--- config.mk ---
export PLATFORM = sky130hd
export DESIGN_NAME = muldiv_unit
export DESIGN_NICKNAME = d
export VERILOG_FILES = /design/src/rtl/muldiv_pkg.sv /design/src/rtl/muldiv_seq.sv /design/src/rtl/muldiv_core.sv /design/src/rtl/muldiv_unit.sv
export SDC_FILE = /design/constraint.sdc
export NUM_CORES = 2
export LEC_CHECK = 0
export ABC_CLOCK_PERIOD_IN_PS = 11530
export BUFFER_PORTS_ARGS = -buffer_cell sky130_fd_sc_hd__clkbuf_2
export CAP_MARGIN = 15
export CORE_ASPECT_RATIO = 0.9
export CORE_MARGIN = 8
export CORE_UTILIZATION = 65
export DETAILED_ROUTE_END_ITERATION = 6
export PLACE_DENSITY = 0.84
export SKIP_CTS_REPAIR_TIMING = 1
export SLEW_MARGIN = 20
export SYNTH_ARGS = -nofsm -noshare
export SYNTH_HDL_FRONTEND = slang
export SYNTH_SLANG_ARGS = --single-unit
--- constraint.sdc ---
create_clock -name clk -period 11.53 [get_ports clk]
set_clock_uncertainty 0.1 [all_clocks]
set_input_delay 0.5765 -clock clk [delete_from_list [all_inputs] [get_ports clk]]
set_output_delay 0.5765 -clock clk [all_outputs]
set_load 0.05 [all_outputs]
--- src/rtl/muldiv_pkg.sv ---
package muldiv_pkg;
    // Operation selector carried from issue into the datapath.
    typedef struct packed {
        logic is_div;
        logic is_signed;
    } md_op_t;
endpackage

--- src/rtl/muldiv_seq.sv ---
// Latency sequencer: tracks busy and signals completion.
module muldiv_seq #(
    parameter int MUL_LAT = 12,
    parameter int DIV_LAT = 35,
    parameter int CNT_W   = $clog2(DIV_LAT + 1)
) (
    input  logic clk,
    input  logic rst_n,
    input  logic start,
    input  logic start_is_div,
    input  logic flush,
    output logic busy,
    output logic done
);
    typedef struct packed {
        logic             busy;
        logic [CNT_W-1:0] cnt;
    } seq_t;

    seq_t s_d, s_q;

    always_comb begin
        s_d  = s_q;
        done = s_q.busy && (s_q.cnt == '0) && !start;
        if (start) begin
            s_d.busy = 1'b1;
            s_d.cnt  = start_is_div ? CNT_W'(DIV_LAT - 1) : CNT_W'(MUL_LAT - 1);
        end else if (s_q.busy) begin
            if (s_q.cnt == '0) s_d.busy = 1'b0;
            else               s_d.cnt  = s_q.cnt - 1'b1;
        end
    end

    always_ff @(posedge clk) begin
        if (!rst_n) s_q <= '0;
        else        s_q <= s_d;
    end

    assign busy = s_q.busy;

    p_issue_busy_r1: assert property (@(posedge clk) disable iff (!rst_n)
        start |=> s_q.busy);

    p_flush_no_cancel_r4: assert property (@(posedge clk) disable iff (!rst_n)
        (s_q.busy && flush && !start && s_q.cnt != '0) |=> s_q.busy);

    p_done_ends_r2: assert property (@(posedge clk) disable iff (!rst_n)
        done |=> !s_q.busy);
endmodule

--- src/rtl/muldiv_core.sv ---
// Iterative datapath: radix-2^MUL_RADIX multiply, restoring divide.
module muldiv_core
    import muldiv_pkg::*;
#(
    parameter int DATA_W    = 32,
    parameter int MUL_RADIX = 4
) (
    input  logic              clk,
    input  logic              rst_n,
    input  logic              start,
    input  md_op_t            start_op,
    input  logic [DATA_W-1:0] opa,
    input  logic [DATA_W-1:0] opb,
    input  logic              busy,
    output logic [DATA_W-1:0] hi_res,
    output logic [DATA_W-1:0] lo_res
);
    localparam int ACC_W     = 2 * DATA_W;
    localparam int MUL_STEPS = DATA_W / MUL_RADIX;
    localparam int DIV_STEPS = DATA_W;
    localparam int IT_W      = $clog2(DIV_STEPS + 1);

    typedef struct packed {
        md_op_t            op;
        logic [DATA_W-1:0] a_raw;
        logic [DATA_W-1:0] b_mag;
        logic [ACC_W-1:0]  mcand;
        logic [DATA_W-1:0] mplier;
        logic [ACC_W-1:0]  acc;
        logic              neg_q;
        logic              neg_r;
        logic              div0;
        logic [IT_W-1:0]   iter;
    } core_t;

    core_t c_d, c_q;

    logic              a_neg, b_neg;
    logic [DATA_W-1:0] a_mag, b_mag;
    logic [DATA_W:0]   rem_w;
    logic [DATA_W-1:0] quo_w;
    logic [IT_W-1:0]   step_lim;

    always_comb begin
        a_neg    = start_op.is_signed && opa[DATA_W-1];
        b_neg    = start_op.is_signed && opb[DATA_W-1];
        a_mag    = a_neg ? (~opa + 1'b1) : opa;
        b_mag    = b_neg ? (~opb + 1'b1) : opb;
        step_lim = c_q.op.is_div ? IT_W'(DIV_STEPS) : IT_W'(MUL_STEPS);
        rem_w    = c_q.acc[ACC_W-1:DATA_W-1];
        quo_w    = {c_q.acc[DATA_W-2:0], 1'b0};
        c_d      = c_q;
        if (start) begin
            c_d.op     = start_op;
            c_d.a_raw  = opa;
            c_d.b_mag  = b_mag;
            c_d.mcand  = {{DATA_W{1'b0}}, a_mag};
            c_d.mplier = b_mag;
            c_d.acc    = start_op.is_div ? {{DATA_W{1'b0}}, a_mag} : '0;
            c_d.neg_q  = a_neg ^ b_neg;
            c_d.neg_r  = a_neg;
            c_d.div0   = (opb == '0);
            c_d.iter   = '0;
        end else if (busy && (c_q.iter < step_lim)) begin
            c_d.iter = c_q.iter + 1'b1;
            if (c_q.op.is_div) begin
                if (rem_w >= {1'b0, c_q.b_mag}) begin
                    rem_w    = rem_w - {1'b0, c_q.b_mag};
                    quo_w[0] = 1'b1;
                end
                c_d.acc = {rem_w[DATA_W-1:0], quo_w};
            end else begin
                c_d.acc    = c_q.acc + c_q.mcand * ACC_W'(c_q.mplier[MUL_RADIX-1:0]);
                c_d.mcand  = c_q.mcand << MUL_RADIX;
                c_d.mplier = c_q.mplier >> MUL_RADIX;
            end
        end
    end

    always_ff @(posedge clk) begin
        if (!rst_n) c_q <= '0;
        else        c_q <= c_d;
    end

    logic [ACC_W-1:0]  prod;
    logic [DATA_W-1:0] q_mag, r_mag;

    always_comb begin
        prod  = c_q.neg_q ? (~c_q.acc + 1'b1) : c_q.acc;
        q_mag = c_q.acc[DATA_W-1:0];
        r_mag = c_q.acc[ACC_W-1:DATA_W];
        if (!c_q.op.is_div) begin
            hi_res = prod[ACC_W-1:DATA_W];
            lo_res = prod[DATA_W-1:0];
        end else if (c_q.div0) begin
            hi_res = c_q.a_raw;
            lo_res = '1;
        end else begin
            hi_res = c_q.neg_r ? (~r_mag + 1'b1) : r_mag;
            lo_res = c_q.neg_q ? (~q_mag + 1'b1) : q_mag;
        end
    end

    p_iter_bound_r2: assert property (@(posedge clk) disable iff (!rst_n)
        c_q.iter <= IT_W'(DIV_STEPS));

    p_restart_r8: assert property (@(posedge clk) disable iff (!rst_n)
        start |=> (c_q.iter == '0));
endmodule

--- src/rtl/muldiv_unit.sv ---
// Top: HI/LO registers, direct access and interlock.
module muldiv_unit
    import muldiv_pkg::*;
#(
    parameter int DATA_W    = 32,
    parameter int MUL_LAT   = 12,
    parameter int DIV_LAT   = 35,
    parameter int MUL_RADIX = 4
) (
    input  logic              clk,
    input  logic              rst_n,
    input  logic              issue_valid,
    input  logic [1:0]        issue_op,
    input  logic [DATA_W-1:0] issue_a,
    input  logic [DATA_W-1:0] issue_b,
    input  logic              flush,
    input  logic              rd_req,
    input  logic              rd_sel,
    output logic [DATA_W-1:0] rd_data,
    input  logic              wr_req,
    input  logic              wr_sel,
    input  logic [DATA_W-1:0] wr_data,
    output logic              busy,
    output logic              stall
);
    localparam int CNT_W = $clog2(((MUL_LAT > DIV_LAT) ? MUL_LAT : DIV_LAT) + 1);

    typedef struct packed {
        logic [DATA_W-1:0] hi;
        logic [DATA_W-1:0] lo;
    } hilo_t;

    hilo_t             r_d, r_q;
    md_op_t            op_in;
    logic              done;
    logic [DATA_W-1:0] hi_res, lo_res;

    assign op_in = md_op_t'(issue_op);

    muldiv_seq #(
        .MUL_LAT (MUL_LAT),
        .DIV_LAT (DIV_LAT),
        .CNT_W   (CNT_W)
    ) u_seq (
        .clk          (clk),
        .rst_n        (rst_n),
        .start        (issue_valid),
        .start_is_div (op_in.is_div),
        .flush        (flush),
        .busy         (busy),
        .done         (done)
    );

    muldiv_core #(
        .DATA_W    (DATA_W),
        .MUL_RADIX (MUL_RADIX)
    ) u_core (
        .clk      (clk),
        .rst_n    (rst_n),
        .start    (issue_valid),
        .start_op (op_in),
        .opa      (issue_a),
        .opb      (issue_b),
        .busy     (busy),
        .hi_res   (hi_res),
        .lo_res   (lo_res)
    );

    always_comb begin
        r_d = r_q;
        if (done) begin
            r_d.hi = hi_res;
            r_d.lo = lo_res;
        end else if (wr_req && !busy) begin
            if (wr_sel) r_d.hi = wr_data;
            else        r_d.lo = wr_data;
        end
    end

    always_ff @(posedge clk) begin
        if (!rst_n) r_q <= '0;
        else        r_q <= r_d;
    end

    assign rd_data = rd_sel ? r_q.hi : r_q.lo;
    assign stall   = busy && (rd_req || wr_req);

    p_hold_busy_r11: assert property (@(posedge clk) disable iff (!rst_n)
        (busy && !done) |=> $stable(r_q));

    p_write_hi_r9: assert property (@(posedge clk) disable iff (!rst_n)
        (wr_req && wr_sel && !busy) |=> (r_q.hi == $past(wr_data)));

    p_idle_no_stall_r3: assert property (@(posedge clk) disable iff (!rst_n)
        !busy |-> !stall);
endmodule

==> flow_summary.ini <==
[detailed_routing]
number_of_remaining_drc_errors = 0
ant_nets_after_route = 0
wirelength_mm = 90.1
via_per_inst = 6.39
detail_route.iter0.violations = 3172
routedWlPerCell_um = 21.5
drt_first_pass_iters = 7
num_vias = 26700

[power_and_ir_drop]
static-leakage-power_nw = 13.8
max-vdd-ir-drop_mv = 0.125
sw_frac_of_total_pct = 34.4
clock_power_share_pct = 37.2
p_int_mw = 2.16
power.share.combinational_pct = 26.8
net_load_switching_power_mw = 1.13
p_seq_share_pct = 36.1
power_density_nw_per_um2 = 108

[timing]
hold_viol = 0
setup_total_neg_slack_ns = 0
clock.fmax_ghz = 0.164
setup-violations-final = 0
fin_crit_sh_pct = 52.8
final-max-slew-violation-count = 0
slew_worst_pin_ns = 1.10
period_minus_slack_ns = 6.09
worst_slack_ns = 5.44
worst_slew_margin_rel_pct = 26.3
hold-worst-slack_ns = 0.238
grt_setup_unrepaired = false

[clocking]
clock_tree_from_tritoncts = yes
worst_skew_pair.late_latency_ns = 0.56
number_of_buffers_created_by_cts = 35
clkSlewWorstSetupHoldPaths_ns = 0.06
root_buffer = sky130_fd_sc_hd__clkbuf_16
cts.htree.levels = 2
clockBufferDepth = 3
sink_count = 305

[critical_path]
cp_slowest_stage_delay_ns = 0.55
crit_path_start_kind = flop
r2r_setup_slack_ns = 5.44
timing.critical_path.mode_cell = sky130_fd_sc_hd__fa_1
worst-endpoint-required_ns = 11.88
critical_path.n_buffers_inverters = 3
critical_path.endpoint_type = flop
worstPathArrival_ns = 6.44
timing.setup.critical_path_class = reg -> reg
path_cells = buf_4, and2_1, fa_1, fa_1, inv_1, fa_1, inv_1, ha_1, a21oi_1, o21ai_0, or3_1, a31oi_1, o21ai_1, a41oi_1, nor3_1, nor2_1, xnor2_1, a221o_1
critical_path_peak_fanout = 63
critical_path.slowest_cell = sky130_fd_sc_hd__buf_4
path_delay_family = compound AO/OA/AOI/OAI gates

[hold_path]
class_of_the_most_critical_hold_timing_path = in -> reg

[synthesis]
synth.avg_cell_area_sq_um = 7.87
yosysSeqAreaShare_pct = 21.4
synth_largest_area_cell = sky130_fd_sc_hd__dfxtp_1
async_reset_ff_share_pct = 0
synthesis.area_sq_um = 28500
ys_top_cells_by_count = sky130_fd_sc_hd__nand2_1, sky130_fd_sc_hd__inv_1, sky130_fd_sc_hd__dfxtp_1
netlist-cell-type-count = 89
ys_ff_latch = 305
synth_instances = 3620
synth.most_common_cell = sky130_fd_sc_hd__nand2_1
synth_largest_type_area_fraction_pct = 21.4
dominantRegCellSynth = sky130_fd_sc_hd__dfxtp_1
synth_area_leaders = sky130_fd_sc_hd__dfxtp_1, sky130_fd_sc_hd__fa_1, sky130_fd_sc_hd__and2_1
synth-edff-count = 0
synthesis.yosys.warnings = 0
mappedNetlistNets = 4016

[global_routing]
number_of_global_route_vias_before_repair = 25200
grt_first_pass_wirelength_mm = 140
grt_antenna_before_repair = 6
globalRouteTotalUtil_pct = 34.2
grt_overflow = 0
largest_net_degree_at_the_start_of_global_routing = 108

[final_layout]
fill_cells = 3526
layout.nets = 3998
syn2layout_area_growth_pct = 7.15
share_of_post_route_cells_with_drive_strength_above_1_pct = 9.43
final_design_area_no_fill_sq_um = 30500

[place]
detailedPlace.worstSlack_ns = 5.61
dpl_cell_area_sq_um = 29300
routability_driven_placement_congestion_ratio = 1.02
io_buffers = 138
post-dp-hpwl_mm = 66.6

[floorplanning]
ios = 140
rows = 72
floorplan.die_area_sq_um = 50800
die_height_um = 215
core_area_sq_um = 43200
x_dimension_of_the_die_um = 237
initial_core_util_pct = 66.0

[flow_run]
maxCapViolations = 0

[status]
outcome = finished clean
worst min-delay path: cells and delay by family:
kind	cells	cell delay, ns
AO/OA/AOI/OAI	1	0.08
AND/OR/NAND/NOR	1	0.07
buffers and inverters	1	0.12
layout make-up:
| cell class | instances | area, sq um | area share (%) |
|---|---|---|---|
| multi-input combinational | 2748 | 20300 | 66.4 |
| sequential | 305 | 6110 | 20.0 |
| inverter | 349 | 1310 | 4.30 |
| clock buffer | 45 | 995 | 3.26 |
| timing repair buffer | 163 | 883 | 2.89 |
| tap | 555 | 694 | 2.27 |
| clock inverter | 18 | 248 | 0.812 |
| antenna | 1 | 2.50 | 0.00820 |
registers in the layout, summed over array words and instances, names as in the netlist:
signal      flops
r_q            64
u_core.c_q    234
u_seq.busy      1
u_seq.s_q       6
stage by stage:
step / util, % / total power, mW / std cells
6_report: 70.7 / 3.29 / 4184
5_1_grt: 70.7 / 3.41 / 4183
4_1_cts: 70.7 / 3.27 / 4183
3_5_place_dp: 67.8 / 2.06 / 4120
3_3_place_gp: 67.8 / 2.04 / 4120
2_1_floorplan: - / 1.81 / 3620
power groups by stage:
stage	sequential [mW]	clock, mW	combinational, mW
4_1_cts	1.18	1.22	0.867
6_report	1.19	1.22	0.880
3_5_place_dp	1.21	0	0.858
3_3_place_gp	1.20	0	0.842
2_1_floorplan	1.18	0	0.629
5_1_grt	1.19	1.27	0.953
layer usage:
layer	vias up	GRT usage, %	wire [um]
met2	1364	53.4	40300
met4	8	21.1	6130
li1	12300	-	-
met5	-	0	45
met1	12700	43.0	34500
met3	336	6.98	9180
path summary, 6_finish.rpt:
| kind | startpoint | end | depth (start not counted) |
|---|---|---|---|
| min reg2reg | u_core.c_q[102]$_SDFFE_PN0P_ | u_core.c_q[102]$_SDFFE_PN0P_ | 2 |
| max | u_core.c_q[75]$_SDFFE_PN0P_ | u_core.c_q[59]$_SDFFE_PN0P_ | 18 |
| max reg2reg | u_core.c_q[75]$_SDFFE_PN0P_ | u_core.c_q[59]$_SDFFE_PN0P_ | 18 |
| min | issue_b[0] | u_core.c_q[73]$_SDFFE_PN0P_ | 3 |
kinds of logic (layout without fill, tap and decap cells):
logic type,count (synthesis),count (layout),synth area share (%)
simple gates,1141,1141,20.2
compound gates,929,929,20.3
buf+inv,567,575,7.53
flops,305,305,21.4
fa+ha+maj,290,290,17.6
xor+xnor,221,221,6.79
mux,167,167,6.19
other cells,0,1,0
cells in the final DEF, fill, tap and decap left out, types with 11 or more instances in the layout:
cell	n
sky130_fd_sc_hd__a211oi_1	42
sky130_fd_sc_hd__a21o_1	50
sky130_fd_sc_hd__a21oi_1	297
sky130_fd_sc_hd__a221o_1	11
sky130_fd_sc_hd__a22oi_1	11
sky130_fd_sc_hd__a31oi_1	43
sky130_fd_sc_hd__and2_1	254
sky130_fd_sc_hd__and3_1	56
sky130_fd_sc_hd__buf_4	27
sky130_fd_sc_hd__clkbuf_16	36
sky130_fd_sc_hd__clkbuf_2	136
sky130_fd_sc_hd__dfxtp_1	304
sky130_fd_sc_hd__fa_1	183
sky130_fd_sc_hd__ha_1	107
sky130_fd_sc_hd__inv_1	347
sky130_fd_sc_hd__mux2_2	73
sky130_fd_sc_hd__mux2i_1	94
sky130_fd_sc_hd__nand2_1	410
sky130_fd_sc_hd__nand2b_1	11
sky130_fd_sc_hd__nand3_1	39
sky130_fd_sc_hd__nand4_1	32
sky130_fd_sc_hd__nor2_1	165
sky130_fd_sc_hd__nor2b_1	42
sky130_fd_sc_hd__nor3_1	37
sky130_fd_sc_hd__nor4_1	13
sky130_fd_sc_hd__o211a_1	22
sky130_fd_sc_hd__o211ai_1	28
sky130_fd_sc_hd__o21a_1	13
sky130_fd_sc_hd__o21ai_0	204
sky130_fd_sc_hd__o21ai_1	47
sky130_fd_sc_hd__o21bai_1	18
sky130_fd_sc_hd__o221ai_1	16
sky130_fd_sc_hd__o22ai_1	26
sky130_fd_sc_hd__o31ai_1	24
sky130_fd_sc_hd__o41ai_1	13
sky130_fd_sc_hd__or3_1	18
sky130_fd_sc_hd__xnor2_1	153
sky130_fd_sc_hd__xor2_1	68
No activity file was read; power rests on OpenSTA's default activity.
